## config.mk

```make
export PLATFORM = sky130hd
export DESIGN_NAME = gate_cmd_decoder
export DESIGN_NICKNAME = d
export VERILOG_FILES = /design/src/rtl/gate_cmd_pkg.sv /design/src/rtl/gcd_decode.sv /design/src/rtl/gcd_palette.sv /design/src/rtl/gate_cmd_decoder.sv
export SDC_FILE = /design/constraint.sdc
export NUM_CORES = 1
export LEC_CHECK = 0
export BUFFER_PORTS_ARGS = -buffer_cell sky130_fd_sc_hd__buf_4
export CORE_ASPECT_RATIO = 0.6
export CORE_MARGIN = 8
export CORE_UTILIZATION = 50
export DETAILED_ROUTE_END_ITERATION = 8
export GPL_TIMING_DRIVEN = 1
export PLACE_DENSITY = 0.74
export SLEW_MARGIN = 10
export SYNTH_ARGS = -nofsm -noshare
export SYNTH_HDL_FRONTEND = slang
export SYNTH_SLANG_ARGS = --single-unit
```

## constraint.sdc

```tcl
create_clock -name clk -period 3.3 [get_ports clk]
set_input_delay 0.66 -clock clk [delete_from_list [all_inputs] [get_ports clk]]
set_output_delay 0.66 -clock clk [all_outputs]
set_load 0.05 [all_outputs]
```

## src/rtl/gate_cmd_pkg.sv

```systemverilog
`timescale 1ns/1ps
package gate_cmd_pkg;
    // Command class carried in the two top bits of the written byte
    typedef enum logic [1:0] {
        CMD_PEN    = 2'b00,
        CMD_COLOUR = 2'b01,
        CMD_MODE   = 2'b10,
        CMD_LAYOUT = 2'b11
    } cmd_e;

    localparam int BYTE_W      = 8;
    localparam int CMD_LSB     = 6;
    localparam int LOWER_BIT   = 2;
    localparam int UPPER_BIT   = 3;
    localparam int IRQ_BIT     = 4;
endpackage

```

## src/rtl/gcd_decode.sv

```systemverilog
`timescale 1ns/1ps
module gcd_decode
    import gate_cmd_pkg::*;
#(
    parameter int PEN_W  = 5,
    parameter int COL_W  = 5,
    parameter int MODE_W = 2,
    parameter int BANK_W = 3
) (
    input  logic              wr_en,
    input  logic [BYTE_W-1:0] wr_data,
    output logic              pen_we,
    output logic              colour_we,
    output logic              mode_we,
    output logic              layout_we,
    output logic [PEN_W-1:0]  pen_field,
    output logic [COL_W-1:0]  colour_field,
    output logic [MODE_W-1:0] mode_field,
    output logic              lower_off,
    output logic              upper_off,
    output logic              irq_req,
    output logic [BANK_W-1:0] bank_field
);
    cmd_e cmd;

    always_comb begin
        cmd          = cmd_e'(wr_data[BYTE_W-1:CMD_LSB]);
        pen_we       = wr_en && (cmd == CMD_PEN);
        colour_we    = wr_en && (cmd == CMD_COLOUR);
        mode_we      = wr_en && (cmd == CMD_MODE);
        layout_we    = wr_en && (cmd == CMD_LAYOUT);
        pen_field    = wr_data[PEN_W-1:0];
        colour_field = wr_data[COL_W-1:0];
        mode_field   = wr_data[MODE_W-1:0];
        lower_off    = wr_data[LOWER_BIT];
        upper_off    = wr_data[UPPER_BIT];
        irq_req      = wr_data[IRQ_BIT];
        bank_field   = wr_data[BANK_W-1:0];
    end
endmodule

```

## src/rtl/gcd_palette.sv

```systemverilog
`timescale 1ns/1ps
module gcd_palette #(
    parameter int NUM_ENTRIES = 17,
    parameter int IDX_W       = 5,
    parameter int COL_W       = 5
) (
    input  logic             clk,
    input  logic             rst_n,
    input  logic             we,
    input  logic [IDX_W-1:0] wr_idx,
    input  logic [COL_W-1:0] wr_colour,
    input  logic [IDX_W-1:0] rd_idx,
    output logic [COL_W-1:0] rd_colour
);
    localparam int FLAT_W = NUM_ENTRIES * COL_W;

    logic [FLAT_W-1:0] flat_q;

    for (genvar e = 0; e < NUM_ENTRIES; e++) begin : g_ent
        logic [COL_W-1:0] ent_d, ent_q;

        always_comb begin
            ent_d = ent_q;
            if (we && (wr_idx == IDX_W'(e))) ent_d = wr_colour;
        end

        always_ff @(posedge clk or negedge rst_n) begin
            if (!rst_n) ent_q <= '0;
            else        ent_q <= ent_d;
        end

        assign flat_q[e*COL_W +: COL_W] = ent_q;
    end

    // Compare-select read; indices without an entry read as zero
    always_comb begin
        rd_colour = '0;
        for (int e = 0; e < NUM_ENTRIES; e++) begin
            if (rd_idx == IDX_W'(e)) rd_colour = flat_q[e*COL_W +: COL_W];
        end
    end
endmodule

```

## src/rtl/gate_cmd_decoder.sv

```systemverilog
`timescale 1ns/1ps
module gate_cmd_decoder
    import gate_cmd_pkg::*;
#(
    parameter int PEN_W    = 5,
    parameter int COL_W    = 5,
    parameter int NUM_PENS = 17,
    parameter int MODE_W   = 2,
    parameter int BANK_W   = 3
) (
    input  logic              clk,
    input  logic              rst_n,
    input  logic              wr_en,
    input  logic [7:0]        wr_data,
    input  logic              mode_apply,
    input  logic              ram_exp_en,
    input  logic [PEN_W-1:0]  pal_rd_idx,
    output logic [COL_W-1:0]  pal_rd_colour,
    output logic [PEN_W-1:0]  pen_idx,
    output logic [MODE_W-1:0] mode_pending,
    output logic [MODE_W-1:0] mode_active,
    output logic              lower_rom_en,
    output logic              upper_rom_en,
    output logic              irq_cnt_reset,
    output logic [BANK_W-1:0] bank_cfg,
    output logic              bank_cfg_valid
);
    localparam logic [PEN_W-1:0] LAST_PEN = PEN_W'(NUM_PENS - 1);

    typedef struct packed {
        logic [PEN_W-1:0]  pen;
        logic [MODE_W-1:0] mode_nxt;
        logic [MODE_W-1:0] mode_cur;
        logic              lower_en;
        logic              upper_en;
        logic              irq_pulse;
        logic [BANK_W-1:0] bank;
        logic              bank_strobe;
    } ctrl_t;

    localparam ctrl_t CTRL_RESET = '{
        pen: '0, mode_nxt: '0, mode_cur: '0, lower_en: 1'b1, upper_en: 1'b1,
        irq_pulse: 1'b0, bank: '0, bank_strobe: 1'b0
    };

    logic              pen_we, colour_we, mode_we, layout_we;
    logic [PEN_W-1:0]  pen_field;
    logic [COL_W-1:0]  colour_field;
    logic [MODE_W-1:0] mode_field;
    logic              lower_off, upper_off, irq_req;
    logic [BANK_W-1:0] bank_field;
    logic              pal_we;
    ctrl_t             ctrl_d, ctrl_q;

    gcd_decode #(
        .PEN_W (PEN_W),
        .COL_W (COL_W),
        .MODE_W(MODE_W),
        .BANK_W(BANK_W)
    ) u_decode (
        .wr_en       (wr_en),
        .wr_data     (wr_data),
        .pen_we      (pen_we),
        .colour_we   (colour_we),
        .mode_we     (mode_we),
        .layout_we   (layout_we),
        .pen_field   (pen_field),
        .colour_field(colour_field),
        .mode_field  (mode_field),
        .lower_off   (lower_off),
        .upper_off   (upper_off),
        .irq_req     (irq_req),
        .bank_field  (bank_field)
    );

    // Colour writes to a pen index with no entry are dropped
    assign pal_we = colour_we && (ctrl_q.pen <= LAST_PEN);

    gcd_palette #(
        .NUM_ENTRIES(NUM_PENS),
        .IDX_W      (PEN_W),
        .COL_W      (COL_W)
    ) u_palette (
        .clk      (clk),
        .rst_n    (rst_n),
        .we       (pal_we),
        .wr_idx   (ctrl_q.pen),
        .wr_colour(colour_field),
        .rd_idx   (pal_rd_idx),
        .rd_colour(pal_rd_colour)
    );

    always_comb begin
        ctrl_d             = ctrl_q;
        ctrl_d.irq_pulse   = 1'b0;
        ctrl_d.bank_strobe = 1'b0;
        if (pen_we) ctrl_d.pen = pen_field;
        if (mode_we) begin
            ctrl_d.mode_nxt  = mode_field;
            ctrl_d.lower_en  = !lower_off;
            ctrl_d.upper_en  = !upper_off;
            ctrl_d.irq_pulse = irq_req;
        end
        // Activation takes the pending value held before this edge
        if (mode_apply) ctrl_d.mode_cur = ctrl_q.mode_nxt;
        if (layout_we && ram_exp_en) begin
            ctrl_d.bank        = bank_field;
            ctrl_d.bank_strobe = 1'b1;
        end
    end

    always_ff @(posedge clk or negedge rst_n) begin
        if (!rst_n) ctrl_q <= CTRL_RESET;
        else        ctrl_q <= ctrl_d;
    end

    assign pen_idx        = ctrl_q.pen;
    assign mode_pending   = ctrl_q.mode_nxt;
    assign mode_active    = ctrl_q.mode_cur;
    assign lower_rom_en   = ctrl_q.lower_en;
    assign upper_rom_en   = ctrl_q.upper_en;
    assign irq_cnt_reset  = ctrl_q.irq_pulse;
    assign bank_cfg       = ctrl_q.bank;
    assign bank_cfg_valid = ctrl_q.bank_strobe;
endmodule

```

==> flow_summary.json <==
{
  "grt_overflow": 0,
  "grt_util_met1": 0.331,
  "synthFlopType": "dfrtp_1",
  "cts_num_sinks": 101,
  "cts_hold_buf": 0,
  "post_synth.cell_area_avg_um2": 10.9,
  "rsz0062_at_grt": "yes",
  "end_kind": "output port",
  "synth_largest_area_cell": "dfrtp_1",
  "synth_adder_area_share": 0,
  "clock_path_buffers": 2,
  "fin_crit_sh": 0.977,
  "hold_viol": 0,
  "regArea_um2": 2530,
  "nFillCells": 872,
  "via_per_inst": 6.09,
  "synth_edf_count": 0,
  "diodes": 0,
  "drive_above_1_share": 0.351,
  "finClkSkew_ns": 0.0117,
  "syn-num-nets": 473,
  "vias": 3994,
  "synthArstFlopShare": 1.00,
  "synth_compound_area_frac": 0.120,
  "drtIter0Drc": 285,
  "cp_slowest_cell": "nor3_1",
  "clock-root-buffer": "clkbuf_16",
  "cts_tree": "built",
  "drt_wl_total_mm": 14.8,
  "hpwl_mm": 11.0,
  "track_usage": 0.232,
  "grtUsageMet2": 0.321,
  "fmax_ghz": 0.310,
  "startpoint_type": "input pin",
  "synth-xor-area-share": 0,
  "crit_start": "pal_rd_idx[0]",
  "syn_inst": 455,
  "syn-cell-area_um2": 4940,
  "p_leak_nw": 2.78,
  "h-tree-depth": 3,
  "cts_setup_buffers": 0,
  "clk_latency_ns": 0.36,
  "grt_util_met3": 0.0875,
  "design.core.area_um2": 9740,
  "totalPowerFinal_mw": 3.42,
  "grt_pass1_wl_mm": 23.2,
  "fin_nets": 534,
  "port_buffers": 37,
  "p_per_area_nw_per_um2": 579,
  "synth_seq_cells": 101,
  "drc": 0,
  "antenna_found_initial": 0,
  "muxShareOfSynthArea": 0.197,
  "firstDrtPassIters": 5,
  "initial_utilization": 0.508,
  "synth.top_cell.area_share": 0.501,
  "grt_max_degree": 62,
  "ios": 39,
  "timing.final.max_slew_violations": 0,
  "path_clk_slew_ns": 0.06,
  "first_global_vias": 4059,
  "reg2reg_from": "pen_idx[4]",
  "final_area_um2": 5910,
  "cp_common_cell": "buf_4",
  "cp.arrival_ns": 2.56,
  "die_x_um": 144,
  "tightest_slew_ns": 0.714,
  "cts_repair_resize_count": 0,
  "synth_warnings": 0,
  "area_delta_synth_final_pct": 19.4,
  "run_status": "finished clean",
  "rows": 28,
  "wl_per_cell_um": 22.6,
  "drtAntennaViolNets": 0,
  "yosysUniqueCellTypes": 55,
  "cts_made_buffers": 9,
  "yosys-top-cells-area": "dfrtp_1 (50%), mux2_2 (19%), nand2_1 (3.8%)",
  "path_cells": "buf_4 -> inv_1 -> a21oi_1 -> nor3_1 -> o311ai_0 -> o311ai_2 -> buf_4",
  "finalCriticalPeriod_ns": 3.22,
  "synthSimpleGateAreaFrac": 0.143,
  "place_congestion": 0.937,
  "finalSetupViolCount": 0,
  "synth_top_family_by_area": "multiplexers",
  "max_stage_delay_ns": 0.40,
  "die_height_um": 93.0,
  "fp.dieArea_um2": 13400,
  "tns_ns": 0,
  "ir_drop_uv": 400,
  "critPathMaxFanout": 9,
  "yosysSeqAreaShare": 0.512,
  "dpl_cell_area_um2": 5610,
  "rrSetupSlack_ns": 1.33,
  "ff2ff_path_depth": 5,
  "hp-class": "input pin to async pin",
  "cap_violations": 0,
  "worstSetupPathType": "input pin to output port",
  "required_ns": 2.64,
  "maxSlewHeadroom": 0.523,
  "multi_input_area_um2": 2300,
  "busiest_layer": "met1"
}
-- final cells by class --
cell class	instances	area share
clock buffer	10	0.0388
clock inverter	6	0.0106
inverter	4	0.00254
multi-input combinational	323	0.389
sequential	101	0.428
tap	135	0.0286
timing repair buffer	77	0.102
-- metal layers --
layer,vias to the layer above,share of wire,routed length [µm]
met3,15,0.098,1460
met2,197,0.41,6140
met5,-,0,0
li1,1778,-,-
met1,2004,0.47,7050
met4,0,0.013,188
-- worst max-delay path, delay by kind of cell --
family          cells  cell delay [ns]
compound gates      3             0.74
simple gates        1             0.40
buf+inv             3             0.75
-- state kept, by name, summed over array words and instances, names as in the netlist --
name                   count
mode_pending               2
bank_cfg                   3
bank_cfg_valid             1
irq_cnt_reset              1
pen_idx                    5
mode_active                2
upper_rom_en               1
u_palette.g_ent.ent_q     85
lower_rom_en               1
-- where the power goes --
part | switching (mW) | internal (mW)
Sequential | 0.176 | 1.49
Clock | 0.499 | 0.533
Combinational | 0.412 | 0.315
-- final timing paths --
check                                               end
max                                    pal_rd_colour[2]
min                         u_palette.g_ent[9].ent_q[3]
max reg2reg                u_palette.g_ent[14].ent_q[1]
min reg2reg                                lower_rom_en
max in group asynchronous                    pen_idx[1]
min in group clk                           lower_rom_en
-- logic make-up after synthesis --
kind of cell | Yosys count
and+or+nand+nor | 143
DFF | 101
buffers and inverters | 31
AOI/OAI and AO/OA | 93
muxes | 87
-- stage by stage --
stage               worst slack, ns  hold slack, ns   util  std cells
floorplan                     0.130           0.364      -        455
global placement             0.0791           0.461  0.576        640
detailed placement           0.0875           0.477  0.576        640
CTS                          0.0555           0.301  0.606        656
global route                -0.0300           0.327  0.606        656
finish                       0.0757           0.283  0.606        656
-- cell usage in the layout (no fill, tap or decap), types with 5 or more instances in the layout --
cell | synthesis | routed
clkbuf_16 | 0 | 9
mux2i_1 | 5 | 5
nor2b_1 | 9 | 9
nor3b_1 | 5 | 5
nand2_1 | 50 | 50
nand2b_1 | 7 | 7
o21ai_0 | 25 | 25
dfrtp_1 | 99 | 99
nand3_1 | 11 | 11
a21oi_1 | 23 | 23
mux2_2 | 82 | 82
nor2_1 | 25 | 25
buf_4 | 0 | 75
nor3_1 | 11 | 11
a31oi_1 | 6 | 6
-- cells in the mapped netlist, drive strengths merged, types with 6 or more instances --
master  count
dfrtp      99
mux2       82
nand2      51
nor2       25
o21ai      25
a21oi      23
clkbuf     14
buf        13
nor3       12
nand3      11
nor2b       9
nand2b      7
a31oi       6
Power figures use the tool's default switching activity.
